**src/rtl/lite_mul_pkg.sv**
```systemverilog
package lite_mul_pkg;
  localparam logic [1:0] RESP_OKAY = 2'b00;
  typedef enum logic [1:0] {SLOT_OPND, SLOT_PROD, SLOT_NONE} slot_e;
endpackage

```
**src/rtl/lite_mul_decode.sv**
```systemverilog
module lite_mul_decode
  import lite_mul_pkg::*;
#(
  parameter int ADDR_W = 4
) (
  input  logic [ADDR_W-1:0] addr_i,
  output slot_e             slot_o
);
  logic [ADDR_W-1:0] word_idx;
  assign word_idx = addr_i >> 2;  // byte offset bits dropped

  always_comb begin
    if (word_idx == ADDR_W'(0))      slot_o = SLOT_OPND;
    else if (word_idx == ADDR_W'(1)) slot_o = SLOT_PROD;
    else                             slot_o = SLOT_NONE;
  end
endmodule

```
**src/rtl/lite_mul_wr.sv**
```systemverilog
module lite_mul_wr #(
  parameter int ADDR_W = 4,
  parameter int DATA_W = 32,
  localparam int STRB_W = DATA_W / 8
) (
  input  logic              clk_i,
  input  logic              rst_ni,
  input  logic              aw_valid_i,
  output logic              aw_ready_o,
  input  logic [ADDR_W-1:0] aw_addr_i,
  input  logic              w_valid_i,
  output logic              w_ready_o,
  input  logic [DATA_W-1:0] w_data_i,
  input  logic [STRB_W-1:0] w_strb_i,
  output logic              b_valid_o,
  input  logic              b_ready_i,
  output logic              we_o,
  output logic [ADDR_W-1:0] wa_o,
  output logic [DATA_W-1:0] wd_o,
  output logic [STRB_W-1:0] ws_o
);
  logic              aw_full_q, w_full_q, b_valid_q;
  logic [ADDR_W-1:0] addr_q;
  logic [DATA_W-1:0] data_q;
  logic [STRB_W-1:0] strb_q;
  logic              aw_hs, w_hs;

  assign aw_ready_o = !aw_full_q && !b_valid_q;
  assign w_ready_o  = !w_full_q && !b_valid_q;
  assign aw_hs      = aw_valid_i && aw_ready_o;
  assign w_hs       = w_valid_i && w_ready_o;

  // commit as soon as both halves are present, even in the arrival cycle
  assign we_o = (aw_full_q || aw_hs) && (w_full_q || w_hs);
  assign wa_o = aw_full_q ? addr_q : aw_addr_i;
  assign wd_o = w_full_q ? data_q : w_data_i;
  assign ws_o = w_full_q ? strb_q : w_strb_i;
  assign b_valid_o = b_valid_q;

  always_ff @(posedge clk_i or negedge rst_ni) begin
    if (!rst_ni) begin
      aw_full_q <= 1'b0;
      w_full_q  <= 1'b0;
      b_valid_q <= 1'b0;
      addr_q    <= '0;
      data_q    <= '0;
      strb_q    <= '0;
    end else begin
      if (we_o) begin
        aw_full_q <= 1'b0;
        w_full_q  <= 1'b0;
        b_valid_q <= 1'b1;
      end else begin
        if (aw_hs) aw_full_q <= 1'b1;
        if (w_hs)  w_full_q  <= 1'b1;
        if (b_valid_q && b_ready_i) b_valid_q <= 1'b0;
      end
      if (aw_hs) addr_q <= aw_addr_i;
      if (w_hs) begin
        data_q <= w_data_i;
        strb_q <= w_strb_i;
      end
    end
  end

  AST_B_HOLD: assert property (@(posedge clk_i) disable iff (!rst_ni)
    b_valid_q && !b_ready_i |=> b_valid_q);
  AST_B_AFTER_BOTH: assert property (@(posedge clk_i) disable iff (!rst_ni)
    $rose(b_valid_q) |-> $past(aw_valid_i || aw_full_q) && $past(w_valid_i || w_full_q));
endmodule

```
**src/rtl/lite_mul_rd.sv**
```systemverilog
module lite_mul_rd #(
  parameter int ADDR_W = 4,
  parameter int DATA_W = 32
) (
  input  logic              clk_i,
  input  logic              rst_ni,
  input  logic              ar_valid_i,
  output logic              ar_ready_o,
  input  logic [ADDR_W-1:0] ar_addr_i,
  output logic              r_valid_o,
  input  logic              r_ready_i,
  output logic [DATA_W-1:0] r_data_o,
  output logic [ADDR_W-1:0] ra_o,
  input  logic [DATA_W-1:0] rd_i
);
  logic              r_valid_q;
  logic [DATA_W-1:0] r_data_q;

  assign ar_ready_o = !r_valid_q;
  assign ra_o       = ar_addr_i;
  assign r_valid_o  = r_valid_q;
  assign r_data_o   = r_data_q;

  always_ff @(posedge clk_i or negedge rst_ni) begin
    if (!rst_ni) begin
      r_valid_q <= 1'b0;
      r_data_q  <= '0;
    end else if (ar_valid_i && ar_ready_o) begin
      r_valid_q <= 1'b1;
      r_data_q  <= rd_i;
    end else if (r_valid_q && r_ready_i) begin
      r_valid_q <= 1'b0;
    end
  end

  AST_R_HOLD: assert property (@(posedge clk_i) disable iff (!rst_ni)
    r_valid_q && !r_ready_i |=> r_valid_q && $stable(r_data_q));
  AST_R_FROM_AR: assert property (@(posedge clk_i) disable iff (!rst_ni)
    $rose(r_valid_q) |-> $past(ar_valid_i));
endmodule

```
**src/rtl/lite_mul_core.sv**
```systemverilog
module lite_mul_core
  import lite_mul_pkg::*;
#(
  parameter int OP_W = 16,
  localparam int DATA_W = 2 * OP_W,
  localparam int STRB_W = DATA_W / 8
) (
  input  logic              clk_i,
  input  logic              rst_ni,
  input  logic              we_i,
  input  slot_e             wslot_i,
  input  logic [DATA_W-1:0] wd_i,
  input  logic [STRB_W-1:0] ws_i,
  input  slot_e             rslot_i,
  output logic [DATA_W-1:0] rd_o
);
  logic [7:0]        lane_q [STRB_W];
  logic [DATA_W-1:0] opnd;
  logic [DATA_W-1:0] op_hi, op_lo, prod_q;
  logic              opnd_we;

  assign opnd_we = we_i && (wslot_i == SLOT_OPND);

  for (genvar g = 0; g < STRB_W; g++) begin : g_lane
    always_ff @(posedge clk_i or negedge rst_ni) begin
      if (!rst_ni)                 lane_q[g] <= '0;
      else if (opnd_we && ws_i[g]) lane_q[g] <= wd_i[g*8 +: 8];
    end
    assign opnd[g*8 +: 8] = lane_q[g];
  end

  assign op_hi = {{OP_W{1'b0}}, opnd[DATA_W-1:OP_W]};
  assign op_lo = {{OP_W{1'b0}}, opnd[OP_W-1:0]};

  // full-width product: 2*OP_W bits never overflow
  always_ff @(posedge clk_i or negedge rst_ni) begin
    if (!rst_ni) prod_q <= '0;
    else         prod_q <= op_hi * op_lo;
  end

  always_comb begin
    case (rslot_i)
      SLOT_OPND: rd_o = opnd;
      SLOT_PROD: rd_o = prod_q;
      default:   rd_o = '0;
    endcase
  end

  AST_PROD_HOLDS: assert property (@(posedge clk_i) disable iff (!rst_ni)
    $stable(opnd) |=> $stable(prod_q));
  AST_FULL_STRB_WRITE: assert property (@(posedge clk_i) disable iff (!rst_ni)
    opnd_we && (ws_i == '1) |=> opnd == $past(wd_i));
  AST_NO_WRITE_OTHER: assert property (@(posedge clk_i) disable iff (!rst_ni)
    !opnd_we |=> $stable(opnd));
endmodule

```
**src/rtl/lite_mul_periph.sv**
```systemverilog
module lite_mul_periph
  import lite_mul_pkg::*;
#(
  parameter int ADDR_W = 4,
  parameter int OP_W   = 16,
  localparam int DATA_W = 2 * OP_W,
  localparam int STRB_W = DATA_W / 8
) (
  input  logic              clk_i,
  input  logic              rst_ni,
  input  logic              aw_valid_i,
  output logic              aw_ready_o,
  input  logic [ADDR_W-1:0] aw_addr_i,
  input  logic              w_valid_i,
  output logic              w_ready_o,
  input  logic [DATA_W-1:0] w_data_i,
  input  logic [STRB_W-1:0] w_strb_i,
  output logic              b_valid_o,
  input  logic              b_ready_i,
  output logic [1:0]        b_resp_o,
  input  logic              ar_valid_i,
  output logic              ar_ready_o,
  input  logic [ADDR_W-1:0] ar_addr_i,
  output logic              r_valid_o,
  input  logic              r_ready_i,
  output logic [DATA_W-1:0] r_data_o,
  output logic [1:0]        r_resp_o
);
  logic              we;
  logic [ADDR_W-1:0] wa, ra;
  logic [DATA_W-1:0] wd, rd;
  logic [STRB_W-1:0] ws;
  slot_e             wslot, rslot;

  lite_mul_wr #(.ADDR_W(ADDR_W), .DATA_W(DATA_W)) u_wr (
    .clk_i, .rst_ni,
    .aw_valid_i, .aw_ready_o, .aw_addr_i,
    .w_valid_i, .w_ready_o, .w_data_i, .w_strb_i,
    .b_valid_o, .b_ready_i,
    .we_o(we), .wa_o(wa), .wd_o(wd), .ws_o(ws)
  );

  lite_mul_rd #(.ADDR_W(ADDR_W), .DATA_W(DATA_W)) u_rd (
    .clk_i, .rst_ni,
    .ar_valid_i, .ar_ready_o, .ar_addr_i,
    .r_valid_o, .r_ready_i, .r_data_o,
    .ra_o(ra), .rd_i(rd)
  );

  lite_mul_decode #(.ADDR_W(ADDR_W)) u_wdec (.addr_i(wa), .slot_o(wslot));
  lite_mul_decode #(.ADDR_W(ADDR_W)) u_rdec (.addr_i(ra), .slot_o(rslot));

  lite_mul_core #(.OP_W(OP_W)) u_core (
    .clk_i, .rst_ni,
    .we_i(we), .wslot_i(wslot), .wd_i(wd), .ws_i(ws),
    .rslot_i(rslot), .rd_o(rd)
  );

  assign b_resp_o = RESP_OKAY;
  assign r_resp_o = RESP_OKAY;

  AST_AR_BLOCKED: assert property (@(posedge clk_i) disable iff (!rst_ni)
    r_valid_o && !r_ready_i |=> !ar_ready_o);
endmodule

```
**config.mk**
```make
export PLATFORM = sky130hd
export DESIGN_NAME = lite_mul_periph
export DESIGN_NICKNAME = d
export VERILOG_FILES = /design/src/rtl/lite_mul_pkg.sv /design/src/rtl/lite_mul_decode.sv /design/src/rtl/lite_mul_wr.sv /design/src/rtl/lite_mul_rd.sv /design/src/rtl/lite_mul_core.sv /design/src/rtl/lite_mul_periph.sv
export SDC_FILE = /design/constraint.sdc
export NUM_CORES = 1
export LEC_CHECK = 0
export ABC_AREA = 1
export BUFFER_PORTS_ARGS = -buffer_cell sky130_fd_sc_hd__buf_4
export CAP_MARGIN = 20
export CORE_MARGIN = 2
export CORE_UTILIZATION = 45
export CTS_CLUSTER_SIZE = 16
export DETAILED_ROUTE_END_ITERATION = 8
export GPL_ROUTABILITY_DRIVEN = 0
export PLACE_DENSITY = 0.73
export SYNTH_ARGS = -nofsm -noshare
export SYNTH_HDL_FRONTEND = slang
export SYNTH_SLANG_ARGS = --single-unit
```
**constraint.sdc**
```tcl
create_clock -name clk_i -period 5.8 [get_ports clk_i]
set_clock_uncertainty 0.1 [all_clocks]
set_input_delay 0.29 -clock clk_i [delete_from_list [all_inputs] [get_ports clk_i]]
set_output_delay 0.29 -clock clk_i [all_outputs]
set_load 0.05 [all_outputs]
```
======== Word-level counts from Yosys, hierarchy flattened ========
Cells that the tools add are included.
W data, S select, Z words.
cells by class
  multiply operators ...................... 1
  reductions and logical operators ........ 27
  equal/unequal tests ..................... 3
  muxes and demuxes ....................... 16
operators with widths
  cell                  count
  $pmux W32 S2          1
  $mul A16 B16 Y32      1
  $mux W32              1
  $logic_and A1 B1 Y1   13
  $logic_not A4 Y1      2
  $mux W1               8
  $mux W2               4
  $mux W4               2
  $reduce_bool A2 Y1    4
  $eq A2 B1 Y1 const B  3
  $logic_not A1 Y1      4
  $logic_not A2 Y1      2
  $logic_or A1 B1 Y1    2
word-level totals
  bits of input ports ..................... 51
  output and inout bits ................... 41
  logic and storage cells ................. 60
  register bits after elaboration ......... 140

======== Depth between registers and ports, before layout ========
  depth after elaboration ................. 7
  depth in mapped cells ................... 25
  gate-level depth less buffers ........... 23

======== Hierarchy ========
From an unflattened synthesis, not the netlist that was laid out.
unflattened totals
  cell total of the unflattened synthesis .. 2,055
  area, all modules ....................... 15,578.7 µm²
by module, submodules not included
  module           seq. area each (µm²)  cells an instance  times used  area an instance (µm²)
  lite_mul_core    1,601.5               1,619              1           11,878.9
  lite_mul_wr      1,076.0               279                1           2,280.9
  lite_mul_rd      825.8                 146                1           1,362.6
  lite_mul_periph  0.0                   5                  1           33.8
  lite_mul_decode  0.0                   3                  2           11.3

======== Least setup slack after synthesis ========
Ideal clock, no wire load.
  kind .................................... register -> register
  from .................................... reg u_core.lane_q[31] (netlist bit)
  to ...................................... reg u_core.prod_q[31]
  cell stages (with the launch flop) ...... 23
  required time ........................... 5.584 ns
  slack ................................... 0.473 ns
  buffers on the path ..................... 2
  period minus slack after synthesis ...... 5.327 ns
  data arrival time ....................... 5.110 ns
  setup time .............................. 0.116 ns
  path through ............................ dfrtp_1 > clkbuf_1 > clkbuf_1 > nand2_1 > fa_1 > inv_1 > fa_1 > inv_1 > fa_1 > inv_1 > fa_1 > fa_1 > inv_1 > fa_1 > inv_1 > ha_1 > nand2_1 > nor2_1 > nand3_1 > nand3_1 > nand2_1 > nand3_1 > nand2_1
on the way
  cells in the longest elaborated chain, start to end .. 1
RTL lines
  what                             RTL line             source
  start, declared                  lite_mul_core.sv:17  logic [7:0] lane_q [STRB_W];
  start signal, assigned by index  lite_mul_core.sv:27  else if (opnd_we && ws_i[g]) lane_q[g] <= wd_i[g*8 +: 8];
  $mul A16 B16 Y32                 lite_mul_core.sv:38  else prod_q <= op_hi * op_lo;
  end signal, assigned             lite_mul_core.sv:38
  end, declared                    lite_mul_core.sv:19  logic [DATA_W-1:0] op_hi, op_lo, prod_q;
No other way between the ends.
A chain may end at the register's enable or synchronous reset.

======== Final worst setup path ========
  from .................................... reg u_core.lane_q[11] (netlist bit)
  to ...................................... reg u_core.prod_q[27]
Same word-level chain as after synthesis.

==> reports/summary.md <==
The slew of the pin with the lowest slew margin is 0.962 ns, and the final wirelength is 37.5 mm. The width of the die is 188 um, and the final count of negative-setup-slack endpoints is 0. The tools report the first-pass GRT wire length as 62.6 mm.

The worst setup path is captured at a flop. In this run, CTS created clock tree buffers numbering 17. The final core utilization is 50.9%, and the synthesis-to-finish area growth is 12.0%.

For this design the top-level I/O count stands at 92. In the final routed layout, each cell accounts on average for 15.2 um. The clock latency at the later pin of the worst-skew pair is 0.43 ns. Data required time at the worst endpoint: 6.00 ns.

After floorplanning, the core was sized to cover 33400 sq um. Derived from the worst setup path, the maximum achievable clock frequency is 178 MHz. Most used flip-flop cell after synthesis: sky130_fd_sc_hd__dfrtp_1.

The logs give 30.0 mm for the detailed placer's ending HPWL and 0 for the number of antenna violations at the first check in global routing. Clock tree synthesis found a total of 138 sinks. After clock tree synthesis, the clock-pin slew on the worst setup and hold paths is 0.07 ns. The tools report the cell at the root of the clock tree as sky130_fd_sc_hd__clkbuf_16.

The tools report the kind of start point of the critical path as a flop. Summing the sequential cell areas from Yosys gives 22.7% of the chip area. The tools report the gate count of the mapped netlist as 1948. The run gives 35300 sq um as the die area. In the routed design, unresolved DRC markers number 0. The logs give 22.2% for the overall global routing resource usage and 0.188 ns for the final worst-path setup slack. In the final layout, the share of cells above drive strength 1 is 12.5%. The cell area that synthesis handed to floorplanning was 15200 sq um. Total vias in the final route: 12300. The library cell used most frequently in the layout, excluding fill and tap cells, is sky130_fd_sc_hd__nand2_1. Setup repair after global routing left no endpoint under its margin. For this run the aggregate overflow at the end of global routing stands at 0. The final cycle utilization of the critical path is 96.8%. The final critical delay including setup and external delays is 5.61 ns.

In this run the tightest slew margin relative to its limit is 35.9%. The count of buffers added on input and output ports is 83. In this run the vertical extent of the chip is 188 um. The synthesized netlist contains 31 unique library cells. The type of the tightest min-delay check is in2reg. The run gives 0 ns as the total negative setup slack.

The count of routing violations after the opening detailed-route iteration came out at 876. The maximum fanout encountered on the critical timing path came out at 17. In this run the deepest clock path goes through 2 buffers. By startpoint and endpoint, the worst setup path is classified as reg2reg. Max-cap violations in this run came to 0. The count of synthesis-stage warnings from yosys is 0, and the via count of the first global-routing pass is 12600.

STA puts the critical path data arrival time at 5.82 ns. Leaving out fill and tap cells, the most frequent cells in the layout are sky130_fd_sc_hd__nand2_1 (561), sky130_fd_sc_hd__inv_1 (508), sky130_fd_sc_hd__fa_1 (194), sky130_fd_sc_hd__dfrtp_1 (135), sky130_fd_sc_hd__buf_4 (129). The average instance in the mapped netlist occupies 7.81 sq um. Setup slack after placement: 0.265 ns. The final-report hold violation count was 0; the total cell area at the placement stage was 16400 sq um.

TritonCTS built the clock tree. At the end of the flow, the number of nets in the layout was 2355. Of all flip-flops after synthesis, the portion carrying an async set or reset was 100%. In this run the remaining antenna-violating nets after routing total 0. The flow ran to the end, and the final reports show no timing, DRC or antenna violations.

The tools report the number of pins with negative max-slew slack in the final report as 0. The number of optimization iterations in the first detailed-route pass was 7; the flip-flop and latch count after synthesis was 138. The repair_antennas step left the layout with diodes totalling 0. The initial standard-cell utilization of the core is 45.5%, and the finished layout cell area is 17000 sq um. The H-tree was split into 4 levels.

Yosys mapped a number of flops with a built-in enable equal to 0. The ratio of routed vias to standard cells is 4.97. Entering global routing, the biggest net connects 77 pins.

The run gives 67 as the site row count.
-- state kept, by name (all words and copies together) (netlist names) --
| register | flops |
|---|---|
| u_core.lane_q | 32 |
| u_core.prod_q | 32 |
| u_rd.r_data_o | 32 |
| u_wr.data_q | 32 |
| u_wr.strb_q | 4 |
| u_wr.addr_q | 2 |
| u_rd.r_valid_o | 1 |
| u_wr.aw_full_q | 1 |
| u_wr.b_valid_o | 1 |
| u_wr.w_full_q | 1 |
-- critical path, stage by stage, from the launching register on --
cell                      delay, ns
sky130_fd_sc_hd__dfrtp_1       0.84
sky130_fd_sc_hd__nand2_1       0.18
sky130_fd_sc_hd__fa_1          0.47
sky130_fd_sc_hd__inv_1         0.08
sky130_fd_sc_hd__fa_1          0.41
sky130_fd_sc_hd__inv_1         0.09
sky130_fd_sc_hd__fa_1          0.38
sky130_fd_sc_hd__inv_1         0.08
sky130_fd_sc_hd__fa_1          0.46
sky130_fd_sc_hd__fa_1          0.50
sky130_fd_sc_hd__inv_1         0.05
sky130_fd_sc_hd__fa_1          0.49
sky130_fd_sc_hd__inv_1         0.05
sky130_fd_sc_hd__ha_1          0.37
sky130_fd_sc_hd__nand2_1       0.12
sky130_fd_sc_hd__nor2_1        0.20
sky130_fd_sc_hd__buf_4         0.15
sky130_fd_sc_hd__nand2_1       0.05
sky130_fd_sc_hd__nor2_1        0.11
sky130_fd_sc_hd__nand2_1       0.09
sky130_fd_sc_hd__nand4_1       0.11
sky130_fd_sc_hd__nand2_1       0.10
-- cells in the mapped netlist, types with 2 or more instances --
library cell,count,area share (%)
sky130_fd_sc_hd__nand2_1,561,14
sky130_fd_sc_hd__nand2_2,10,0.41
sky130_fd_sc_hd__inv_1,508,13
sky130_fd_sc_hd__dfrtp_1,138,23
sky130_fd_sc_hd__clkbuf_1,81,2.0
sky130_fd_sc_hd__mux2_1,2,0.15
sky130_fd_sc_hd__buf_4,5,0.25
sky130_fd_sc_hd__buf_1,8,0.20
sky130_fd_sc_hd__xnor2_1,2,0.12
sky130_fd_sc_hd__a21oi_1,18,0.59
sky130_fd_sc_hd__nand3_1,69,2.3
sky130_fd_sc_hd__buf_6,4,0.30
sky130_fd_sc_hd__fa_1,194,26
sky130_fd_sc_hd__inv_2,2,0.049
sky130_fd_sc_hd__nand2_4,5,0.37
sky130_fd_sc_hd__nand4_1,4,0.16
sky130_fd_sc_hd__o21ai_0,106,3.5
sky130_fd_sc_hd__nor2_2,2,0.082
sky130_fd_sc_hd__nor2_1,38,0.94
sky130_fd_sc_hd__xor2_1,16,0.92
sky130_fd_sc_hd__ha_1,104,8.6
sky130_fd_sc_hd__mux2_2,31,2.3
sky130_fd_sc_hd__o21ai_2,32,1.8
-- path summary, 6_finish.rpt --
kind                                   startpoint                end  slack (ns)  depth (start not counted)
worst max-delay path            u_core.lane_q[11]  u_core.prod_q[27]        0.19                         21
worst min-delay path                  w_data_i[7]     u_wr.data_q[7]        0.01                          2
worst max register to register  u_core.lane_q[11]  u_core.prod_q[27]        0.19                         21
worst min register to register    u_wr.data_q[18]    u_wr.data_q[18]        0.38                          2
max in group asynchronous                  rst_ni  u_core.lane_q[19]        3.85                          3
min in group asynchronous                  rst_ni    u_wr.data_q[24]        0.30                          2
-- what timing repair did --
action / CTS / global route
hold buffers: 3 / 0
hold endpoints to repair: 64 / 0
buffers inserted: 0 / 0
setup endpoints to repair: 0 / 2
gates resized for setup: 0 / 3
-- through the flow --
step,hold slack (ns),instances
after floorplan,-0.106,1951
after global placement,0.215,2431
after detailed placement,0.217,2431
after CTS,0.00454,2466
after global routing,0.0189,2467
final,0.0108,2467
-- cell families after synthesis --
logic type / share of synthesized area [%]
flip-flops: 22.7
adder cells (fa/ha/maj): 34.1
buffers and inverters: 15.4
XOR/XNOR: 1.04
AO/OA/AOI/OAI: 6.13
AND/OR/NAND/NOR: 18.2
other: 0.0246
multiplexers: 2.51
-- per-layer routing --
| layer | routed length, um | up-vias | part of all wire, % | GRT usage, % |
|---|---|---|---|---|
| met2 | 18000 | 464 | 48 | 38.0 |
| met4 | 991 | 0 | 2.6 | 6.15 |
| met5 | 0 | - | 0 | 0 |
| li1 | - | 5756 | - | - |
| met3 | 2750 | 87 | 7.3 | 3.14 |
| met1 | 15700 | 5955 | 42 | 29.4 |
-- area by class of cell --
class | count | area [sq um]
Tap cell | 448 | 561
Inverter | 510 | 1910
Sequential cell | 138 | 3460
Multi-Input combinational cell | 1204 | 9440
Fill cell | 3023 | 16400
Clock inverter | 14 | 179
Clock buffer | 18 | 439
Timing Repair Buffer | 135 | 1050
Power is left out: the tool's default activity adds up to more than one toggle a clock period on the data nets, which glitch-free logic cannot reach.
